===== src/rtl/stboost_pkg.sv =====
package stboost_pkg;
   localparam int unsigned MIN_PERIOD = 2;
   localparam int unsigned NUM_LEGS   = 2;
   typedef enum logic {LEG_A = 1'b0, LEG_B = 1'b1} leg_e;
endpackage


===== src/rtl/stboost_carrier.sv =====
module stboost_carrier
   import stboost_pkg::*;
#(
   parameter int CNT_W = 10
) (
   input  logic             clk,
   input  logic             rst_n,
   input  logic [CNT_W-1:0] period_in,
   output logic [CNT_W-1:0] phase_o,
   output logic [CNT_W-1:0] per_o,
   output logic [CNT_W-1:0] car2_o,
   output logic             valley_o
);
   logic [CNT_W-1:0] cnt_q, per_q, per_even, per_fold, half, fold;
   logic             down_q;

   // round requested half-period to even, floor at the minimum
   always_comb begin
      per_even = {period_in[CNT_W-1:1], 1'b0};
      per_fold = (per_even < CNT_W'(MIN_PERIOD)) ? CNT_W'(MIN_PERIOD) : per_even;
   end

   assign valley_o = (cnt_q == '0);

   always_ff @(posedge clk or negedge rst_n) begin
      if (!rst_n) begin
         cnt_q  <= '0;
         per_q  <= '0;
         down_q <= 1'b0;
      end else if (valley_o) begin
         per_q  <= per_fold;
         cnt_q  <= CNT_W'(1);
         down_q <= 1'b0;
      end else if (!down_q) begin
         cnt_q  <= cnt_q + CNT_W'(1);
         down_q <= ((cnt_q + CNT_W'(1)) == per_q);
      end else begin
         cnt_q  <= cnt_q - CNT_W'(1);
      end
   end

   // fast carrier folded from the slow count: twice the rate, locked phase
   always_comb begin
      half = per_q >> 1;
      fold = (cnt_q <= half) ? cnt_q : (per_q - cnt_q);
   end

   assign car2_o  = {fold[CNT_W-2:0], 1'b0};
   assign phase_o = cnt_q;
   assign per_o   = per_q;

   p_count_bound_r2: assert property (@(posedge clk) disable iff (!rst_n)
      !valley_o |-> (cnt_q <= per_q));
   p_unit_step_r2: assert property (@(posedge clk) disable iff (!rst_n)
      1'b1 |=> ((cnt_q == $past(cnt_q) + CNT_W'(1)) || (cnt_q == $past(cnt_q) - CNT_W'(1))));
   p_period_legal_r3: assert property (@(posedge clk) disable iff (!rst_n)
      valley_o |=> ((per_q[0] == 1'b0) && (per_q >= CNT_W'(MIN_PERIOD))));
endmodule


===== src/rtl/stboost_shadow.sv =====
module stboost_shadow #(
   parameter int CNT_W = 10,
   parameter int REF_W = 12
) (
   input  logic                    clk,
   input  logic                    rst_n,
   input  logic                    load_i,
   input  logic signed [REF_W-1:0] ref_in,
   input  logic [CNT_W-1:0]        boost_thr_in,
   input  logic [CNT_W-1:0]        st_thr_in,
   output logic signed [REF_W-1:0] ref_o,
   output logic [CNT_W-1:0]        v5_o,
   output logic [CNT_W-1:0]        vst_o
);
   logic [CNT_W-1:0] v5_clamped;

   // boost window may not reach into the shoot-through window
   assign v5_clamped = (boost_thr_in > st_thr_in) ? st_thr_in : boost_thr_in;

   always_ff @(posedge clk or negedge rst_n) begin
      if (!rst_n) begin
         ref_o <= '0;
         v5_o  <= '0;
         vst_o <= '0;
      end else if (load_i) begin
         ref_o <= ref_in;
         v5_o  <= v5_clamped;
         vst_o <= st_thr_in;
      end
   end

   p_hold_midperiod_r10: assert property (@(posedge clk) disable iff (!rst_n)
      !load_i |=> ($stable(ref_o) && $stable(v5_o) && $stable(vst_o)));
   p_thr_order_r9: assert property (@(posedge clk) disable iff (!rst_n)
      v5_o <= vst_o);
endmodule


===== src/rtl/stboost_bridge.sv =====
module stboost_bridge
   import stboost_pkg::*;
#(
   parameter int CNT_W = 10,
   parameter int REF_W = 12
) (
   input  logic [CNT_W-1:0]        phase_i,
   input  logic [CNT_W-1:0]        per_i,
   input  logic signed [REF_W-1:0] ref_i,
   output logic [NUM_LEGS-1:0]     leg_hi_o
);
   localparam int CW = ((REF_W > CNT_W + 1) ? REF_W : CNT_W + 1) + 2;

   logic signed [CW-1:0] car_bip, ref_x;

   // bipolar carrier -P..+P centred on zero
   always_comb begin
      car_bip = CW'({phase_i, 1'b0}) - CW'(per_i);
      ref_x   = CW'(ref_i);
   end

   for (genvar i = 0; i < NUM_LEGS; i++) begin : g_leg
      logic signed [CW-1:0] leg_ref;
      if (i == int'(LEG_B)) begin : g_neg
         assign leg_ref = -ref_x;
      end else begin : g_pos
         assign leg_ref = ref_x;
      end
      assign leg_hi_o[i] = (leg_ref > car_bip);
   end
endmodule


===== src/rtl/stboost_boostst.sv =====
module stboost_boostst #(
   parameter int CNT_W = 10
) (
   input  logic             clk,
   input  logic             rst_n,
   input  logic [CNT_W-1:0] car2_i,
   input  logic [CNT_W-1:0] v5_i,
   input  logic [CNT_W-1:0] vst_i,
   output logic             st_o,
   output logic             boost_o
);
   // shoot-through from the peaks, boost from the valleys
   assign st_o    = (car2_i > vst_i);
   assign boost_o = (car2_i < v5_i);

   p_no_overlap_r9: assert property (@(posedge clk) disable iff (!rst_n)
      !(st_o && boost_o));
endmodule


===== src/rtl/stboost_pwm.sv =====
module stboost_pwm
   import stboost_pkg::*;
#(
   parameter int CNT_W = 10,
   parameter int REF_W = 12
) (
   input  logic                    clk,
   input  logic                    rst_n,
   input  logic signed [REF_W-1:0] ref_in,
   input  logic [CNT_W-1:0]        period_in,
   input  logic [CNT_W-1:0]        boost_thr_in,
   input  logic [CNT_W-1:0]        st_thr_in,
   output logic                    gate_a_hi,
   output logic                    gate_a_lo,
   output logic                    gate_b_hi,
   output logic                    gate_b_lo,
   output logic                    gate_boost,
   output logic [CNT_W-1:0]        phase_o
);
   if (CNT_W < 3) begin : g_bad_cnt
      $error("stboost_pwm: CNT_W must be at least 3");
   end
   if (REF_W < 2) begin : g_bad_ref
      $error("stboost_pwm: REF_W must be at least 2");
   end

   logic [CNT_W-1:0]        per, car2, v5, vst;
   logic                    valley, st, boost, active_q;
   logic signed [REF_W-1:0] ref_l;
   logic [NUM_LEGS-1:0]     leg_hi;

   stboost_carrier #(.CNT_W(CNT_W)) u_car (
      .clk(clk), .rst_n(rst_n), .period_in(period_in),
      .phase_o(phase_o), .per_o(per), .car2_o(car2), .valley_o(valley));

   stboost_shadow #(.CNT_W(CNT_W), .REF_W(REF_W)) u_shd (
      .clk(clk), .rst_n(rst_n), .load_i(valley), .ref_in(ref_in),
      .boost_thr_in(boost_thr_in), .st_thr_in(st_thr_in),
      .ref_o(ref_l), .v5_o(v5), .vst_o(vst));

   stboost_bridge #(.CNT_W(CNT_W), .REF_W(REF_W)) u_brg (
      .phase_i(phase_o), .per_i(per), .ref_i(ref_l), .leg_hi_o(leg_hi));

   stboost_boostst #(.CNT_W(CNT_W)) u_bst (
      .clk(clk), .rst_n(rst_n), .car2_i(car2), .v5_i(v5), .vst_i(vst),
      .st_o(st), .boost_o(boost));

   // gates released only once the first settings have been latched
   always_ff @(posedge clk or negedge rst_n) begin
      if (!rst_n) active_q <= 1'b0;
      else        active_q <= 1'b1;
   end

   assign gate_a_hi  = active_q & ( leg_hi[LEG_A] | st);
   assign gate_a_lo  = active_q & (~leg_hi[LEG_A] | st);
   assign gate_b_hi  = active_q & ( leg_hi[LEG_B] | st);
   assign gate_b_lo  = active_q & (~leg_hi[LEG_B] | st);
   assign gate_boost = active_q & boost;

   p_leg_complement_r4: assert property (@(posedge clk) disable iff (!rst_n)
      (active_q && !st) |-> ((gate_a_hi != gate_a_lo) && (gate_b_hi != gate_b_lo)));
   p_st_all_on_r7: assert property (@(posedge clk) disable iff (!rst_n)
      (active_q && st) |-> (gate_a_hi && gate_a_lo && gate_b_hi && gate_b_lo && !gate_boost));
endmodule


===== config.mk =====
export PLATFORM = sky130hd
export DESIGN_NAME = stboost_pwm
export DESIGN_NICKNAME = d
export VERILOG_FILES = /design/src/rtl/stboost_pkg.sv /design/src/rtl/stboost_carrier.sv /design/src/rtl/stboost_shadow.sv /design/src/rtl/stboost_bridge.sv /design/src/rtl/stboost_boostst.sv /design/src/rtl/stboost_pwm.sv
export SDC_FILE = /design/constraint.sdc
export NUM_CORES = 1
export LEC_CHECK = 0
export ABC_AREA = 1
export CAP_MARGIN = 40
export CORE_ASPECT_RATIO = 0.7
export CORE_MARGIN = 2
export CORE_UTILIZATION = 35
export CTS_CLUSTER_DIAMETER = 50
export DETAILED_ROUTE_END_ITERATION = 16
export PLACE_DENSITY_LB_ADDON = 0.05
export SETUP_SLACK_MARGIN = 0.2
export SYNTH_ARGS = -nofsm -noshare
export SYNTH_HDL_FRONTEND = slang
export SYNTH_SLANG_ARGS = --single-unit

===== constraint.sdc =====
create_clock -name clk -period 8.3 [get_ports clk]
set_input_delay 1.245 -clock clk [delete_from_list [all_inputs] [get_ports clk]]
set_output_delay 1.245 -clock clk [all_outputs]
set_load 0.01 [all_outputs]

==> results.md <==
* Worst-path clk slew at 0.08 ns
* Crit path DAT at around 5 ns
* Multi-input logic area at 3120 um^2
* Vias at 4586
* Worst Setup End Kind: output pin
* Area leader, netlist: dfrtp_1
* Vias in the first global route at 4351
* Drt pass-1 iters at 5
* Worst Skew at between 0.006 and 0.007 ns
* Initial drt markers at 209
* Cell Chain, Critical Path: inv_1, ha_1, inv_1, fa_1, a21oi_2, inv_1, nand2_1, nand2_1, nand2_1, nand2_1, nand2_1, inv_1, nor2_1, nor2_1, ha_1, nand2_1, nor2_1, nand4_1, o21ai_0, nand3_1, nand2_1, inv_1, clkdlybuf4s50_1
* Max Cap Viol at 0
* Initial Util at 0.355
* Hold/Removal Path Class: reg -> reg
* Die height at 103 um
* Slowest stage cell, crit path: dfrtp_1
* Detailed Route WL at roughly 14000 um
* TritonCTS clock tree: built
* Layout area overhead at 18.8%
* Routed Antenna Nets at 0
* Top Ports at 59
* Largest family of logic cells by synthesized area: simple AND/OR/NAND/NOR gates
* Most common cell after layout, fill and taps aside: nand2_1
* Commonest cells after routing, fill and taps aside: nand2_1, inv_1, ha_1, clkdlybuf4s50_1, dfrtp_1
* Worst slew margin at 0.492
* Routability cong. at 0.883
* Final setup vio count at 0
* Total track usage at 0.191
* Die Wd at between 100 and 150 um
* Worst skew pair latency at 0.30 ns
* Total congestion overflow at 0
* Maximum fanout along the worst path at 12
* Postcts setup bufs at 0
* Share of the synthesized area in the top cell type at 0.271
* Avg WL per Cell at 14.7 um
* Placeable Area at 13800 um^2
* Hold buffer count at CTS at 0
* Final cell count without fillers at 929
* Seq. cell area at 1330 um^2
* Largest net degree at the start of global routing at 54
* Post-route DRC at 0
* Fill count at 1453
* Avg Synthesized Cell Area at 7.15 um^2
* Die ar. at 15000 um^2
* Max Slew Vio Count at 0
* Clk buf depth at 2
* IO Port Bufs at between 50 and 60
* Compound-Gate Fraction of Synth Area at 0.150
* Status: finished clean
* Synth Cell Area at 4900 um^2
* Multiplexer area fraction after synthesis at 0
* Crit path launch type: register
* Clock sinks at 53
* Synth warn at 0
* Worst Path Required at 7.05 ns
* Critical Path Most Common Cell: nand2_1
* F_max at 0.159 GHz
* RSZ-0062 raised after global routing: no
* Std-Cell Rows at 36
* Setup TNS at 0 ns
* Final Hold Viols at 0
* Root buffer cell: clkbuf_16
* CTS buffer count at 5
* # H-tree levels at 2
* CP peak stage delay at 0.52 ns
* First-pass GRT wire length at between 20000 and 25000 um
* Least-Margin Pin Slew at 0.762 ns
* Cells after DPL at 921
* Via-to-Cell Ratio at between 4 and 5
* Seq cells post-synth at 53
* Share of cells above drive strength 1 at 0.0298
* Fin nets at between 800 and 900
* Worst Setup Path Type: reg -> out
* Tcrit/Tclk final at 0.759
* Post-synthesis xor/xnor area fraction at 0.0483
* Post-CTS resize count at 0
* Synth area leaders: dfrtp_1, ha_1, nand2_1
* Crit path time final at 6.30 ns
* Initial antenna violation count at 0
* DP HPWL at 10800 um
* Synth Area in Adders at 0.194
* Post-synthesis instance total at 685
* Post-synthesis simple-gate area fraction at 0.245
* Post-synthesis sequential area ratio at 0.271
* Yosys cell types at 39
* Net Count, Synth at ~800
* Antenna Cells at 0
[worst max-delay path, delay by kind of cell (launching register included)]
family	cells	cell delay, ns
buffers and inverters	6	1.14
flip-flops	1	0.52
adder cells (fa/ha/maj)	3	0.94
AND/OR/NAND/NOR	12	1.53
AO/OA/AOI/OAI	2	0.62
[sequential cells by signal (all words and copies together), names as in the netlist]
name,flops
u_shd.ref_o,12
u_car.per_o,9
u_shd.v5_o,10
active_q,1
u_shd.vst_o,10
u_car.down_q,1
u_car.phase_o,10
[layout make-up]
type | count | share of cell area
clock buffers | 6 | 0.0221
clock inverters | 2 | 0.00667
inverters | 97 | 0.0628
multi-input cells | 521 | 0.536
flip-flops and latches | 53 | 0.228
well taps | 190 | 0.0409
repair buffers | 60 | 0.103
[path summary, 6_finish.rpt]
check / from / to / slack [ns] / cells past startpoint
hold / removal: u_shd.v5_o[0] / u_shd.v5_o[0] / 0.49 / 2
setup / recovery: u_car.phase_o[0] / gate_a_lo / 2.00 / 23
setup reg to reg: u_car.phase_o[0] / u_shd.ref_o[8] / 5.76 / 11
hold reg to reg: u_shd.v5_o[0] / u_shd.v5_o[0] / 0.49 / 2
max in group asynchronous: rst_n / u_car.per_o[7] / 6.71 / 2
min in group asynchronous: rst_n / u_shd.vst_o[4] / 1.09 / 2
[routing by layer]
metal  wire length [um]  up-vias  share of wire  track usage
li1                   -     2370              -            -
met4                169        0          0.012       0.0483
met2               5500       90           0.40        0.286
met3                562       12          0.041       0.0314
met1               7410     2114           0.54        0.286
met5                  0        -              0            0
[synthesized netlist by cell type (all sizes together)]
library cell and number:
clkbuf 4, nand4 15, dfrtp 53, fa 3, nor2 53, a211oi 3, clkinv 2, nor4 3
xnor2 9, a221oi 1, nand3b 1, nand3 32, o21ai 72, nand2 169, xor2 18, o31ai 2
ha 71, conb 1, a31oi 3, a21oi 44, o211ai 4, nor3 10, o21a 2, buf 10
a21o 2, o2111ai 1, o21bai 2, inv 95
[logic make-up after synthesis]
family	Yosys count
other	1
and+or+nand+nor	283
AOI/OAI and AO/OA	136
adders and majority gates	74
DFF	53
xor gates and xnor gates	27
buffers and inverters	111
[metrics by stage]
stage | instance area, um^2 | util | setup slack (ns) | hold slack [ns]
global placement | 5630 | 0.409 | 2.43 | 0.465
floorplan | 4900 | - | 3.77 | 0.444
global route | 5820 | 0.422 | 1.51 | 0.512
CTS | 5820 | 0.422 | 2.02 | 0.492
detailed placement | 5650 | 0.410 | 2.38 | 0.470
finish | 5820 | 0.422 | 2.00 | 0.490
Power is not shown: default switching activity piles up to over one toggle a cycle in this logic, so the estimate is an artifact.
